[src/rtl/sdram_mode_pkg.sv]
package sdram_mode_pkg;

    typedef enum logic {BT_SEQ = 1'b0, BT_INTLV = 1'b1} burst_kind_e;

    typedef enum logic {ST_IDLE = 1'b0, ST_RUN = 1'b1} burst_state_e;

    typedef struct packed {
        logic [1:0]  lat;
        burst_kind_e kind;
        logic [2:0]  len_log;
    } mode_cfg_t;

    // Latency code 010 -> 2, 011 -> 3; the rest are reserved.
    function automatic logic lat_code_ok(input logic [2:0] code);
        return (code == 3'b010) || (code == 3'b011);
    endfunction

    // Length code -> log2 of burst length; 0 marks a reserved code.
    function automatic logic [2:0] len_code_log(input logic [2:0] code);
        logic [2:0] r;
        unique case (code)
            3'b001:  r = 3'd1;
            3'b010:  r = 3'd2;
            3'b011:  r = 3'd3;
            3'b100:  r = 3'd4;
            default: r = 3'd0;
        endcase
        return r;
    endfunction

endpackage

[src/rtl/mode_reg.sv]
module mode_reg
    import sdram_mode_pkg::*;
#(
    parameter int ADDR_W = 13,
    parameter int BA_W   = 2
) (
    input  logic              clk,
    input  logic              rst_n,
    input  logic              load,
    input  logic [ADDR_W-1:0] addr,
    input  logic [BA_W-1:0]   bank,
    output mode_cfg_t         cfg,
    output logic              err
);
    localparam int WORD_W = ADDR_W + BA_W;

    logic [WORD_W-1:0] word;
    logic              hit;
    logic [2:0]        lat_code;
    logic [2:0]        len_log;
    logic              fields_ok;

    assign word      = {bank, addr};
    assign hit       = load && (bank == '0);
    assign lat_code  = word[6:4];
    assign len_log   = len_code_log(word[2:0]);
    assign fields_ok = lat_code_ok(lat_code) && (len_log != 3'd0);

    always_ff @(posedge clk) begin
        if (!rst_n) begin
            cfg <= '{lat: 2'd2, kind: BT_SEQ, len_log: 3'd1};
            err <= 1'b0;
        end else if (hit) begin
            if (fields_ok) begin
                cfg <= '{lat: lat_code[1:0], kind: burst_kind_e'(word[3]), len_log: len_log};
            end else begin
                err <= 1'b1;
            end
        end
    end

endmodule

[src/rtl/burst_fsm.sv]
module burst_fsm
    import sdram_mode_pkg::*;
#(
    parameter int COL_W  = 9,
    parameter int BEAT_W = 4
) (
    input  logic              clk,
    input  logic              rst_n,
    input  logic              go,
    input  logic [COL_W-1:0]  start_col,
    input  burst_kind_e       kind_in,
    input  logic [2:0]        log_in,
    output logic [BEAT_W-1:0] beat,
    output logic [COL_W-1:0]  start_q,
    output burst_kind_e       kind_q,
    output logic [2:0]        log_q,
    output logic              valid,
    output logic              last
);
    burst_state_e      state, nxt;
    logic [BEAT_W:0]   span;
    logic [BEAT_W-1:0] beat_end;
    logic              at_end;

    assign span     = (BEAT_W+1)'(1) << log_q;
    assign beat_end = span[BEAT_W-1:0] - BEAT_W'(1);
    assign at_end   = (beat == beat_end);

    always_comb begin
        nxt = state;
        unique case (state)
            ST_IDLE: nxt = go ? ST_RUN : ST_IDLE;
            ST_RUN:  nxt = go ? ST_RUN : (at_end ? ST_IDLE : ST_RUN);
        endcase
    end

    // State register
    always_ff @(posedge clk) begin
        if (!rst_n) begin
            state   <= ST_IDLE;
            beat    <= '0;
            start_q <= '0;
            kind_q  <= BT_SEQ;
            log_q   <= 3'd1;
        end else begin
            state <= nxt;
            if (go) begin
                beat    <= '0;
                start_q <= start_col;
                kind_q  <= kind_in;
                log_q   <= log_in;
            end else if (state == ST_RUN) begin
                beat <= beat + BEAT_W'(1);
            end
        end
    end

    // Outputs
    always_comb begin
        valid = 1'b0;
        last  = 1'b0;
        unique case (state)
            ST_IDLE: begin
                valid = 1'b0;
                last  = 1'b0;
            end
            ST_RUN: begin
                valid = 1'b1;
                last  = at_end;
            end
        endcase
    end

endmodule

[src/rtl/col_gen.sv]
module col_gen
    import sdram_mode_pkg::*;
#(
    parameter int COL_W  = 9,
    parameter int BEAT_W = 4
) (
    input  logic [COL_W-1:0]  start,
    input  logic [BEAT_W-1:0] beat,
    input  burst_kind_e       kind,
    input  logic [2:0]        len_log,
    output logic [COL_W-1:0]  col
);
    logic [COL_W:0]   span;
    logic [COL_W-1:0] mask;
    logic [COL_W-1:0] beat_x;
    logic [COL_W-1:0] seq_col;
    logic [COL_W-1:0] il_col;

    assign span    = (COL_W+1)'(1) << len_log;
    assign mask    = span[COL_W-1:0] - COL_W'(1);
    assign beat_x  = COL_W'(beat);
    assign seq_col = (start & ~mask) | ((start + beat_x) & mask);
    assign il_col  = start ^ (beat_x & mask);

    always_comb begin
        unique case (kind)
            BT_SEQ:   col = seq_col;
            BT_INTLV: col = il_col;
        endcase
    end

endmodule

[src/rtl/sdram_mode_burst.sv]
module sdram_mode_burst
    import sdram_mode_pkg::*;
#(
    parameter int ADDR_W  = 13,
    parameter int BA_W    = 2,
    parameter int COL_W   = 9,
    parameter int MAX_LOG = 4
) (
    input  logic              clk,
    input  logic              rst_n,
    input  logic              mode_load,
    input  logic [ADDR_W-1:0] addr,
    input  logic [BA_W-1:0]   bank,
    input  logic              burst_go,
    input  logic [COL_W-1:0]  start_col,
    output logic [COL_W-1:0]  col_out,
    output logic              col_valid,
    output logic              col_last,
    output logic [1:0]        lat_out,
    output logic              mode_err
);
    localparam int BEAT_W = MAX_LOG;

    mode_cfg_t         cfg;
    logic [BEAT_W-1:0] beat;
    logic [COL_W-1:0]  start_q;
    burst_kind_e       kind_q;
    logic [2:0]        log_q;

    mode_reg #(.ADDR_W(ADDR_W), .BA_W(BA_W)) u_mode (
        .clk   (clk),
        .rst_n (rst_n),
        .load  (mode_load),
        .addr  (addr),
        .bank  (bank),
        .cfg   (cfg),
        .err   (mode_err)
    );

    burst_fsm #(.COL_W(COL_W), .BEAT_W(BEAT_W)) u_fsm (
        .clk       (clk),
        .rst_n     (rst_n),
        .go        (burst_go),
        .start_col (start_col),
        .kind_in   (cfg.kind),
        .log_in    (cfg.len_log),
        .beat      (beat),
        .start_q   (start_q),
        .kind_q    (kind_q),
        .log_q     (log_q),
        .valid     (col_valid),
        .last      (col_last)
    );

    col_gen #(.COL_W(COL_W), .BEAT_W(BEAT_W)) u_col (
        .start   (start_q),
        .beat    (beat),
        .kind    (kind_q),
        .len_log (log_q),
        .col     (col_out)
    );

    assign lat_out = cfg.lat;

endmodule

[config.mk]
export PLATFORM = sky130hd
export DESIGN_NAME = sdram_mode_burst
export DESIGN_NICKNAME = d
export VERILOG_FILES = /design/src/rtl/sdram_mode_pkg.sv /design/src/rtl/mode_reg.sv /design/src/rtl/burst_fsm.sv /design/src/rtl/col_gen.sv /design/src/rtl/sdram_mode_burst.sv
export SDC_FILE = /design/constraint.sdc
export NUM_CORES = 1
export LEC_CHECK = 0
export CORE_UTILIZATION = 45
export DETAILED_ROUTE_END_ITERATION = 12
export PLACE_DENSITY = 0.74
export RECOVER_POWER = 100
export SYNTH_ARGS = -nofsm -noshare
export SYNTH_HDL_FRONTEND = slang
export SYNTH_SLANG_ARGS = --single-unit
[constraint.sdc]
create_clock -name clk -period 2.6 [get_ports clk]
set_clock_uncertainty 0.1 [all_clocks]
set_input_delay 0.78 -clock clk [delete_from_list [all_inputs] [get_ports clk]]
set_output_delay 0.78 -clock clk [all_outputs]
set_load 0.005 [all_outputs]
==> impl_metrics.tcl <==
set metrics [dict create \
    status "complete, but fails checks" \
    violations "negative setup slack" \
    ant_nets 0 \
    synth_cell_types 40 \
    hpwl_um 2650 \
    overflow 0 \
    peakVddDrop_mv 0.333 \
    rsz0062_at_grt "true" \
    muxShareOfSynthArea 0.160 \
    synth_nets 194 \
    avgRoutedWirePerCell_um 14.5 \
    most-common-layout-cells "mux2i_1, buf_4, nor2_1, clkdlybuf4s50_1, dfxtp_1" \
    cp-end-kind "output port" \
    cts_sinks 25 \
    first_pass_iters 4 \
    die-area_sq_um 3440 \
    final_nets 249 \
    worstPathRequired_ns 1.72 \
    power_uw 731 \
    synth_warnings 0 \
    antenna_found_initial 0 \
    slew_viol_final 0 \
    grt_pass1_vias 1351 \
    yosys.area_share.xor_xnor 0.0425 \
    syn_area_sq_um 1440 \
    io_pins 42 \
    worst_slack_ns -0.297 \
    synthFlopType "dfxtp_1" \
    period_share 1.11 \
    vias 1320 \
    cts_tree "done" \
    gp_congestion 0.850 \
    setup.worst_path.start_class "flop" \
    clk_latency_ns 0.33 \
    synth_edf_count 0 \
    ys_seq_elements 25 \
    cts_buffer_depth 2 \
    io_buffers 35 \
    htree_levels 1 \
    numCtsBuffers 3 \
    dpl-instance-area_sq_um 1970 \
    synth-simple-area-share 0.204 \
    num_rows 20 \
    yosysSeqAreaShare 0.347 \
    worst_slew_pin_slew_ns 0.983 \
    postSynthCellCount 156 \
    areaGrowthSynthToFinish_pct 47.5 \
    die_h_um 58.6 \
    synth_top_family_by_area "simple AND/OR/NAND/NOR gates" \
    viasPerCell 5.20 \
    diodes 0 \
    worstPathArrival_ns 2.02 \
    avgSynthCellArea_sq_um 9.25 \
    drc 0 \
    clk_pin_slew_ns 0.14 \
    leakagePower_uw 0.000931 \
    setup-violations-final 7 \
    ctsHoldBuffers 0 \
    async_reset_ff_frac 0 \
    synth_compound_area_frac 0.0989 \
    timing.max_cap.violations 0 \
    postRouteWirelength_um 3670 \
    pwr_density_cell_nw_per_um2 343 \
    finalHoldViolations 0 \
    relSlewSlack 0.345 \
    die_x_um 58.6 \
    fp.coreArea_sq_um 3050 \
    drt_iter0_drc 42 \
    fin_crit_ns 2.90 \
    max_freq_mhz 345 \
    critPathMaxFanout 4 \
    critPathKind "reg -> out" \
    synth_adder_area_share 0.0919 \
    final_cell_area_sq_um 2130 \
    layout-drive-gt1-share 0.314 \
    hp-class "reg -> reg" \
    grt_max_degree 16 \
    grt_first_pass_wirelength_um 6020 \
    cts_root_buf "clkbuf_4" \
    start_util 0.473 \
    globalRouteTotalUtil 0.229 \
]
-- sequential cells by signal, indices dropped and copies added, names as in the netlist --
register,cells
u_fsm.start_q,9
u_mode.cfg,6
u_fsm.beat,4
u_fsm.log_q,3
u_fsm.kind_q,1
u_fsm.state,1
u_mode.err,1
-- layer usage --
layer | wire length, um | GRT usage
met1 | 1580 | 0.277
met2 | 1930 | 0.420
met3 | 102 | 0.0330
met4 | 56 | 0.0680
met5 | 0 | 0
-- final timing paths --
| kind | startpoint | endpoint | slack [ns] | cells after the start |
|---|---|---|---|---|
| worst max-delay path | u_fsm.log_q[1]$_SDFFE_PN0P_ | col_last | -0.30 | 5 |
| worst min-delay path | u_mode.err$_SDFFE_PN0P_ | u_mode.err$_SDFFE_PN0P_ | 0.36 | 2 |
| worst max register to register | u_fsm.log_q[1]$_SDFFE_PN0P_ | u_fsm.state$_SDFF_PN0_ | 0.69 | 5 |
| worst min register to register | u_mode.err$_SDFFE_PN0P_ | u_mode.err$_SDFFE_PN0P_ | 0.36 | 2 |
-- where the power goes --
| group | leakage (uW) | switching, uW | total, uW | internal (uW) |
|---|---|---|---|---|
| logic | 0.000710 | 58.9 | 143 | 84.5 |
| clock network | 0.0000150 | 121 | 181 | 60.2 |
| registers | 0.000206 | 11.3 | 406 | 395 |
-- final cells by class --
class	count	area [sq um]
Clock buffer	4	26.3
Fill cell	244	925
Inverter	7	26.3
Multi-Input combinational cell	113	996
Sequential cell	25	512
Tap cell	44	55.1
Timing Repair Buffer	61	513
-- cell usage after synthesis (3+ instances only) --
library cell | instances | area (sq um)
clkbuf_1 | 5 | 18.8
dfxtp_1 | 25 | 500
nor2_1 | 22 | 82.6
or3_1 | 3 | 18.8
xnor2_1 | 3 | 26.3
inv_1 | 7 | 26.3
mux2i_1 | 22 | 220
buf_2 | 4 | 20.0
nand2b_1 | 3 | 18.8
a21oi_1 | 6 | 30.0
ha_1 | 9 | 113
xor2_1 | 4 | 35.0
nand2_1 | 9 | 33.8
-- logic make-up (layout without fill, tap and decap cells) --
kind of cell / count (synthesis) / in the layout
DFF: 25 / 25
buffers and inverters: 18 / 72
xor gates and xnor gates: 7 / 7
AOI/OAI and AO/OA: 20 / 20
and+or+nand+nor: 53 / 53
muxes: 23 / 23
adders and majority gates: 10 / 10
-- what timing repair did --
| action | in CTS | in global routing |
|---|---|---|
| endpoints found under the setup margin | 8 | 7 |
| pin swaps | 14 | 14 |
| setup buffers | 1 | 2 |
| resized for setup | 58 | 8 |
| cloned | 0 | 0 |
-- critical path, stage by stage (launching register included) --
cell and delay (ns):
dfxtp_2 0.36, or3_4 0.38, ha_4 0.22, or4_4 0.52
nor2_2 0.09, buf_2 0.12
-- metrics by stage --
stage	TNS, ns	utilization	instances	hold slack (ns)	setup slack (ns)
final	-0.930	0.697	254	0.364	-0.297
after global routing	-1.42	0.697	254	0.388	-0.348
after CTS	-0.952	0.687	252	0.363	-0.326
after detailed placement	-1.61	0.644	247	0.338	-0.413
after global placement	-1.39	0.644	247	0.336	-0.368
after floorplan	0	-	156	0.317	0.0987
Power figures use the tool's default switching activity.
